**src/rtl/mesh_seq_pkg.sv**
```systemverilog
package mesh_seq_pkg;

  typedef enum logic [2:0] {
    S_IDLE,
    S_LAUNCH,
    S_RUN,
    S_WR_A,
    S_WR_B,
    S_STEP,
    S_DONE
  } seq_state_t;

  localparam logic [2:0] REG_CTRL  = 3'd0;
  localparam logic [2:0] REG_BASE  = 3'd1;
  localparam logic [2:0] REG_HLAST = 3'd2;
  localparam logic [2:0] REG_VLAST = 3'd3;
  localparam logic [2:0] REG_COUNT = 3'd4;
  localparam logic [2:0] REG_LAST  = 3'd5;

  // Output address of a grid point: 8 bytes per point, fixed row pitch.
  function automatic logic [31:0] mesh_dma_addr(input logic [31:0] base,
                                                input logic [31:0] col,
                                                input logic [31:0] row,
                                                input int unsigned pitch);
    logic [31:0] idx;
    idx = row * pitch + col;
    return base + {idx[28:0], 3'b000};
  endfunction

  // Number of points visited by a run with inclusive last indices.
  function automatic logic [31:0] mesh_point_total(input logic [31:0] hl,
                                                   input logic [31:0] vl);
    return (hl + 32'd1) * (vl + 32'd1);
  endfunction

endpackage

```
**src/rtl/mesh_seq_cfg.sv**
```systemverilog
module mesh_seq_cfg
  import mesh_seq_pkg::*;
#(
  parameter int COORD_W = 7
) (
  input  logic               clk,
  input  logic               rst_n,
  input  logic               we,
  input  logic [2:0]         addr,
  input  logic [31:0]        wdata,
  output logic [31:0]        rdata,
  input  logic               busy,
  input  logic               set_count,
  input  logic [31:0]        count_val,
  input  logic               set_last,
  input  logic [31:0]        last_val,
  output logic [31:0]        base,
  output logic [COORD_W-1:0] hlast,
  output logic [COORD_W-1:0] vlast
);

  logic [31:0] count_q;
  logic [31:0] last_q;

  always_ff @(posedge clk or negedge rst_n) begin
    if (!rst_n) begin
      base    <= '0;
      hlast   <= '0;
      vlast   <= '0;
      count_q <= '0;
      last_q  <= '0;
    end else begin
      if (we && !busy) begin
        case (addr)
          REG_BASE:  base  <= wdata;
          REG_HLAST: hlast <= wdata[COORD_W-1:0];
          REG_VLAST: vlast <= wdata[COORD_W-1:0];
          default:   ;
        endcase
      end
      if (set_count) count_q <= count_val;
      if (set_last)  last_q  <= last_val;
    end
  end

  always_comb begin
    case (addr)
      REG_CTRL:  rdata = {31'd0, busy};
      REG_BASE:  rdata = base;
      REG_HLAST: rdata = 32'(hlast);
      REG_VLAST: rdata = 32'(vlast);
      REG_COUNT: rdata = count_q;
      REG_LAST:  rdata = last_q;
      default:   rdata = '0;
    endcase
  end

endmodule

```
**src/rtl/mesh_seq_walk.sv**
```systemverilog
module mesh_seq_walk #(
  parameter int COORD_W = 7
) (
  input  logic               clk,
  input  logic               rst_n,
  input  logic               clr,
  input  logic               adv,
  input  logic [COORD_W-1:0] hlast,
  input  logic [COORD_W-1:0] vlast,
  output logic [COORD_W-1:0] col,
  output logic [COORD_W-1:0] row,
  output logic               last
);

  always_ff @(posedge clk or negedge rst_n) begin
    if (!rst_n) begin
      col <= '0;
      row <= '0;
    end else if (clr) begin
      col <= '0;
      row <= '0;
    end else if (adv) begin
      if (col == hlast) begin
        col <= '0;
        row <= row + 1'b1;
      end else begin
        col <= col + 1'b1;
      end
    end
  end

  assign last = (col == hlast) && (row == vlast);

endmodule

```
**src/rtl/mesh_seq_guard.sv**
```systemverilog
module mesh_seq_guard #(
  parameter int LIMIT = 2048
) (
  input  logic clk,
  input  logic rst_n,
  input  logic clr,
  input  logic step,
  output logic hit
);

  localparam int CW = (LIMIT > 2) ? $clog2(LIMIT) : 1;

  logic [CW-1:0] cnt;

  always_ff @(posedge clk or negedge rst_n) begin
    if (!rst_n)    cnt <= '0;
    else if (clr)  cnt <= '0;
    else if (step) cnt <= cnt + 1'b1;
  end

  // The step arriving while hit is high is number LIMIT for this point.
  assign hit = (cnt == CW'(LIMIT - 1));

endmodule

```
**src/rtl/mesh_seq.sv**
```systemverilog
module mesh_seq
  import mesh_seq_pkg::*;
#(
  parameter int          COORD_W    = 7,
  parameter int unsigned PITCH      = 128,
  parameter int          INSN_LIMIT = 2048
) (
  input  logic               clk,
  input  logic               rst_n,
  input  logic               reg_we,
  input  logic [2:0]         reg_addr,
  input  logic [31:0]        reg_wdata,
  output logic [31:0]        reg_rdata,
  output logic               pt_go,
  output logic [COORD_W-1:0] pt_x,
  output logic [COORD_W-1:0] pt_y,
  input  logic               eng_step,
  input  logic               eng_vout,
  input  logic [31:0]        eng_opa,
  input  logic [31:0]        eng_opb,
  output logic               mem_req,
  output logic [31:0]        mem_addr,
  output logic [31:0]        mem_data,
  input  logic               mem_ack,
  output logic               irq
);

  seq_state_t state;
  logic [31:0] opa_q, opb_q;

  logic [31:0]        cfg_base;
  logic [COORD_W-1:0] cfg_hlast, cfg_vlast;
  logic [COORD_W-1:0] walk_col, walk_row;
  logic               walk_last;
  logic               guard_hit;
  logic [31:0]        cur_addr;

  // Named internal events, also watched by the checker.
  logic busy;
  logic start_req;
  logic start_accept;
  logic ev_vout;
  logic ev_abort;
  logic wr_second;

  assign busy         = (state != S_IDLE) && (state != S_DONE);
  assign start_req    = reg_we && (reg_addr == REG_CTRL) && reg_wdata[0];
  assign start_accept = start_req && !busy;
  assign ev_vout      = (state == S_RUN) && eng_step && eng_vout;
  assign ev_abort     = (state == S_RUN) && eng_step && !eng_vout && guard_hit;
  assign wr_second    = (state == S_WR_B);

  assign cur_addr = mesh_dma_addr(cfg_base, 32'(walk_col), 32'(walk_row), PITCH);

  mesh_seq_cfg #(.COORD_W(COORD_W)) u_cfg (
    .clk       (clk),
    .rst_n     (rst_n),
    .we        (reg_we),
    .addr      (reg_addr),
    .wdata     (reg_wdata),
    .rdata     (reg_rdata),
    .busy      (busy),
    .set_count ((state == S_STEP) && walk_last),
    .count_val (mesh_point_total(32'(cfg_hlast), 32'(cfg_vlast))),
    .set_last  (wr_second && mem_ack),
    .last_val  (cur_addr + 32'd4),
    .base      (cfg_base),
    .hlast     (cfg_hlast),
    .vlast     (cfg_vlast)
  );

  mesh_seq_walk #(.COORD_W(COORD_W)) u_walk (
    .clk   (clk),
    .rst_n (rst_n),
    .clr   (start_accept),
    .adv   ((state == S_STEP) && !walk_last),
    .hlast (cfg_hlast),
    .vlast (cfg_vlast),
    .col   (walk_col),
    .row   (walk_row),
    .last  (walk_last)
  );

  mesh_seq_guard #(.LIMIT(INSN_LIMIT)) u_guard (
    .clk   (clk),
    .rst_n (rst_n),
    .clr   (state == S_LAUNCH),
    .step  ((state == S_RUN) && eng_step && !eng_vout),
    .hit   (guard_hit)
  );

  always_ff @(posedge clk or negedge rst_n) begin
    if (!rst_n) begin
      state <= S_IDLE;
      opa_q <= '0;
      opb_q <= '0;
    end else begin
      case (state)
        S_IDLE, S_DONE: state <= start_accept ? S_LAUNCH : S_IDLE;
        S_LAUNCH:       state <= S_RUN;
        S_RUN: begin
          if (ev_vout) begin
            opa_q <= eng_opa;
            opb_q <= eng_opb;
            state <= S_WR_A;
          end else if (ev_abort) begin
            state <= S_STEP;
          end
        end
        S_WR_A:  if (mem_ack) state <= S_WR_B;
        S_WR_B:  if (mem_ack) state <= S_STEP;
        S_STEP:  state <= walk_last ? S_DONE : S_LAUNCH;
        default: state <= S_IDLE;
      endcase
    end
  end

  assign pt_go    = (state == S_LAUNCH);
  assign pt_x     = walk_col;
  assign pt_y     = walk_row;
  assign mem_req  = (state == S_WR_A) || wr_second;
  assign mem_addr = wr_second ? cur_addr + 32'd4 : cur_addr;
  assign mem_data = wr_second ? opb_q : opa_q;
  assign irq      = (state == S_DONE);

endmodule

```
**config.mk**
```make
export PLATFORM = sky130hd
export DESIGN_NAME = mesh_seq
export DESIGN_NICKNAME = d
export VERILOG_FILES = /design/src/rtl/mesh_seq_pkg.sv /design/src/rtl/mesh_seq_cfg.sv /design/src/rtl/mesh_seq_walk.sv /design/src/rtl/mesh_seq_guard.sv /design/src/rtl/mesh_seq.sv
export SDC_FILE = /design/constraint.sdc
export NUM_CORES = 1
export LEC_CHECK = 0
export ABC_AREA = 1
export BUFFER_PORTS_ARGS = -buffer_cell sky130_fd_sc_hd__buf_2
export CAP_MARGIN = 20
export CORE_ASPECT_RATIO = 1.25
export CORE_MARGIN = 2
export CORE_UTILIZATION = 58
export CTS_CLUSTER_SIZE = 20
export DETAILED_ROUTE_END_ITERATION = 7
export GPL_TIMING_DRIVEN = 0
export PLACE_DENSITY_LB_ADDON = 0.15
export SYNTH_ARGS = -nofsm -noshare
export SYNTH_HDL_FRONTEND = slang
export SYNTH_SLANG_ARGS = --single-unit
```
**constraint.sdc**
```tcl
create_clock -name clk -period 5.55 [get_ports clk]
set_input_delay 0.2775 -clock clk [delete_from_list [all_inputs] [get_ports clk]]
set_output_delay 0.2775 -clock clk [all_outputs]
set_load 0.005 [all_outputs]
```
Word level (Yosys, flattened, before mapping). Index checks and enable logic that the tools add are counted.

Flip-flop bits (word level): 202. Bits of input ports: 105. Output and inout port bits: 113. Word-level logic and storage cells: 86.

Add/sub/neg operators: 8. Multipliers: 1. Eq/ne operators: 18. Muxes and demuxes: 18. Reduce and logical (&&, ||, !) cells: 30.

Operator list (count): 32-bit one-hot mux with 6 select lines (1); 32-bit two-way mux (2); 7-bit two-way mux (6); 32-bit by 18-bit adder with 32-bit output (1); 32-bit by 3-bit adder with 32-bit output (second input constant) (1); 11-bit two-way mux (2); 3-bit one-hot mux with 6 select lines (1); 7-bit by 1-bit adder with 8-bit output (second input constant) (2); 8-bit by 8-bit multiplier with 16-bit output (1); 14-bit by 7-bit adder with 15-bit output (1); 3-bit == test (second input constant) (5); 3-bit two-way mux (5); 7-bit by 1-bit adder with 7-bit output (second input constant) (2); 7-bit == test (2); 1-bit logical AND (13); 3-bit by 2-bit == test with 1-bit output (second input constant) (4); 11-bit by 1-bit adder with 11-bit output (second input constant) (1); 11-bit == test (second input constant) (1); 2-bit AND reduction (5); 3-bit by 1-bit == test with 1-bit output (second input constant) (2); 3-bit logical NOT (2); 3-bit != test (second input constant) (2); 2-bit nonzero test (3); 2-bit != test (second input constant) (2); 6 further kinds (8).

Logic depth before layout (Yosys ltp).
Depth after elaboration: 7. Mapped depth: 25. Depth with buffers taken out: 24.

Cells and area by module. From an unflattened synthesis, not the netlist that was laid out.

Cell total of the unflattened synthesis: 2072. Area total of the unflattened synthesis: 14747.9 sq um.

Modules (own cells, without submodules): mesh_seq (times used 1, cells each 1287, area each 8122.8 sq um, sequential area each 1676.6 sq um); mesh_seq_cfg (times used 1, cells each 548, area each 4977.3 sq um, sequential area each 2752.6 sq um); mesh_seq_walk (times used 1, cells each 149, area each 1008.5 sq um, sequential area each 350.3 sq um); mesh_seq_guard (times used 1, cells each 88, area each 639.4 sq um, sequential area each 275.3 sq um).

Worst setup path after synthesis. OpenSTA, ideal clock, no wires.

Kind: register to register. Start point: register u_cfg.hlast[0]. End point: register u_cfg.count_q[14]. Setup time: 0.135 ns. Data arrival time: 4.983 ns. Required time: 5.415 ns. Slack: 0.432 ns. Cell stages (with the launch flop): 26. Buffers on the path: 1. Period minus slack after synthesis: 5.118 ns. Path through: dfrtp_1 > buf_2 > inv_1 > nor3_1 > inv_1 > nor3_1 > xor2_1 > nor2_1 > fa_1 > inv_1 > fa_1 > inv_1 > fa_1 > inv_1 > fa_1 > inv_1 > ha_1 > a21oi_1 > o21ai_0 > a21oi_1 > o21ai_0 > nand2_1 > nand2_1 > a21oi_1 > xor2_1 > o21ai_0.

Longest elaborated chain between the ends: 3. Elaborated cells on any way between the ends: 5. Those cells by class: add/sub (1); mul (1); eq/ne (1); reduce/logical (2).

RTL lines: from (decl) (line mesh_seq_cfg.sv:18) `output logic [COORD_W-1:0] hlast,`; from (signal assigned) (line mesh_seq_cfg.sv:36) `REG_HLAST: hlast <= wdata[COORD_W-1:0];`; branches (longest 3 deep; another with 8-bit by 8-bit multiplier with 16-bit output); to (signal assigned) (line mesh_seq_cfg.sv:41) `if (set_count) count_q <= count_val;`; to (decl) (line mesh_seq_cfg.sv:22) `logic [31:0] count_q;`.

Several ways; the timed one is not identified. A chain may end at the register's enable or synchronous reset.

Worst setup path in the final report. Ends and elaborated chain as after synthesis.

==> results_dict.tcl <==
set metrics [dict create \
    slowest_delay_ps 600 \
    slew_viol_final 0 \
    syn_to_final_growth_pct 18.4 \
    crit_path_end_kind "flip-flop" \
    rows 61 \
    drc 0 \
    hold_viol_final 0 \
    startpoint_type "flip-flop" \
    initial_core_util_pct 59.0 \
    fp.dieW_um 138 \
    first_iter_violations 759 \
    cts_tree "yes" \
    syn_avg_cell_area_um2 7.58 \
    syn_inst 1729 \
    tightest_slew_ps 875 \
    ys.flop_type "dfrtp_1" \
    yosys.area.top_type "dfrtp_1" \
    synth_most_common_cell "nand2_1" \
    ys_top_cells_by_area "dfrtp_1, nand2_1, inv_1" \
    min_path_type "in -> reg" \
    drtAntennaViolNets 0 \
    worst_ep_arrival_time_ps 5580 \
    critPathKind "reg -> reg" \
    grt_max_degree 123 \
    synth_top_area_share_pct 35.5 \
    port_buffers 217 \
    worstSkewPairLatency_ps 440 \
    wl_per_cell_um 17.7 \
    cpMaxStageDelayCell "fa_1" \
    cp_cell_sequence "buf_6 -> clkinvlp_4 -> nor3_4 -> inv_2 -> nor3_4 -> xor2_2 -> buf_6 -> nor2_1 -> fa_1 -> fa_1 -> fa_1 -> inv_1 -> fa_1 -> inv_1 -> ha_4 -> a21oi_1 -> o21ai_0 -> a21oi_1 -> o21ai_1 -> nand2_1 -> nand2_1 -> a21oi_2 -> xor2_1 -> o21ai_1" \
    fin_crit_sh_pct 95.0 \
    fin_crit_ps 5270 \
    status "finished, final reports clean" \
    die_y_um 172 \
    max-slew-margin-rel_pct 41.2 \
    place_congestion 0.973 \
    pin_count 218 \
    dr_total_vias 12600 \
    fin_nets 2180 \
    worst-path-max-fanout 6 \
    first_pass_iters 5 \
    htreeDepth 4 \
    core_um2 22200 \
    fin_setup_tns_ps 0 \
    drv_cap 0 \
    synth-edff-count 0 \
    clock_sinks 186 \
    clock_path_buffers 2 \
    synth.distinct_cells 50 \
    grt_use_total_pct 34.0 \
    fin_skew_ps 8.25 \
    drive_above_1_share_pct 21.0 \
    vias_per_cell 5.53 \
    synth_common_cells "nand2_1, inv_1, dfrtp_1" \
    fin_hold_ws_ps 36.7 \
    cts_made_buffers 17 \
    seq_area_frac_synth_pct 35.5 \
    clock.fmax_ghz 0.190 \
    routed_wl_um 40300 \
    synthArstFlopShare_pct 100 \
    grt_pass1_wl_um 63200 \
    cp_common_cell "fa_1" \
    netlist_area_um2 13100 \
    synth_fp_nets 1927 \
    rsz0062_at_grt "no" \
    dp_hpwl_um 31600 \
    dpl_worst_slack_ps -593 \
    cp.required_ps 5860 \
    grt_antenna_before_repair 1 \
    dieArea_um2 23800 \
    grt_pass1_vias 12200 \
    clkTransAtPathRegs_ps 80 \
    grt_overflow_total 0 \
    synth-seq-cells 186 \
    worst_slack_ps 278 \
    yosysWarnings 0 \
    cts_root_buf "clkbuf_16" \
    finalSetupViolations 0 \
]
sequential cells by signal (all words and copies together) (netlist names):
| register | cells |
|---|---|
| u_cfg.count_q | 16 |
| u_cfg.last_q | 32 |
| u_cfg.base | 32 |
| u_cfg.hlast | 7 |
| u_walk.col | 7 |
| state | 3 |
| opa_q | 32 |
| u_guard.cnt | 11 |
| opb_q | 32 |
| u_walk.row | 7 |
| u_cfg.vlast | 7 |
worst max-delay path, delay by kind of cell (launching register included):
family	cells	cell delay, ps
AOI/OAI and AO/OA	6	700
and+or+nand+nor	5	640
adders and majority gates	5	2420
buffers and inverters	6	630
xor gates and xnor gates	2	390
DFF	1	380
layout by cell type, fill, tap and decap left out, drive strengths merged, types with 2 or more instances in the layout:
cell and count:
a21oi 42, nand2 546, ha 56, o22ai 6, or2 5, o221ai 8
nand3 106, xor2 29, mux2 72, o21ai 121, clkinv 10, bufinv 2
nor4 4, and3 2, nor3 30, o2111ai 2, a31oi 2, fa 37
dfrtp 186, nand3b 5, xnor2 14, buf 247, o211ai 7, and2 2
nor2 135, a221oi 4, clkbuf 46, inv 240, nand4 19, nor3b 2
cell families after synthesis:
kind of cell / share of synthesized area, %
xor gates and xnor gates: 2.99
muxes: 6.18
adders and majority gates: 11.0
AOI/OAI and AO/OA: 8.17
DFF: 35.5
buffers and inverters: 8.20
and+or+nand+nor: 28.0
per-stage QoR:
stage / util (%) / std cells / instance area [um2]
after floorplan: - / 1729 / 13100
after global placement: 65.5 / 2229 / 14600
after detailed placement: 65.7 / 2230 / 14600
after CTS: 69.0 / 2265 / 15300
after global routing: 69.9 / 2277 / 15500
final: 69.9 / 2277 / 15500
layer usage:
metal  vias to the layer above  track usage, %  share of wire [%]
met5                         -               0                  0
met4                         0            14.0                3.8
met3                        91            5.95                6.5
met2                       491            59.8                 50
met1                      5971            41.6                 40
li1                       6036               -                  -
what timing repair did:
item | in CTS | in global routing
pin swaps | 1 | 8
hold endpoints to repair | 64 | 0
hold buffers | 1 | 0
endpoints found under the setup margin | 6 | 4
buffers inserted | 4 | 10
gates resized for setup | 21 | 22
path summary, 6_finish.rpt:
path | depth (start not counted) | from | endpoint | slack [ps]
max | 24 | u_cfg.hlast[0]$_DFFE_PN0P_ | u_cfg.count_q[14]$_DFFE_PN0P_ | 280
min | 3 | reg_wdata[11] | u_cfg.base[11]$_DFFE_PN0P_ | 40
max reg2reg | 24 | u_cfg.hlast[0]$_DFFE_PN0P_ | u_cfg.count_q[14]$_DFFE_PN0P_ | 280
min reg2reg | 2 | u_cfg.last_q[13]$_DFFE_PN0P_ | u_cfg.last_q[13]$_DFFE_PN0P_ | 490
max in group asynchronous | 3 | rst_n | u_cfg.hlast[2]$_DFFE_PN0P_ | 4150
min in group asynchronous | 2 | rst_n | opa_q[14]$_DFFE_PN0P_ | 360
cell type report:
| type | instances | area [um2] |
|---|---|---|
| antenna | 1 | 2.50 |
| buffer | 43 | 190 |
| clock buffer | 17 | 425 |
| clock inverter | 13 | 165 |
| fill | 1939 | 6690 |
| inverter | 240 | 905 |
| multi-input combinational | 1260 | 7570 |
| sequential | 186 | 4660 |
| tap | 283 | 354 |
| timing repair buffer | 234 | 1250 |
Power is not shown: default switching activity piles up to over one toggle a cycle in this logic, so the estimate is an artifact.
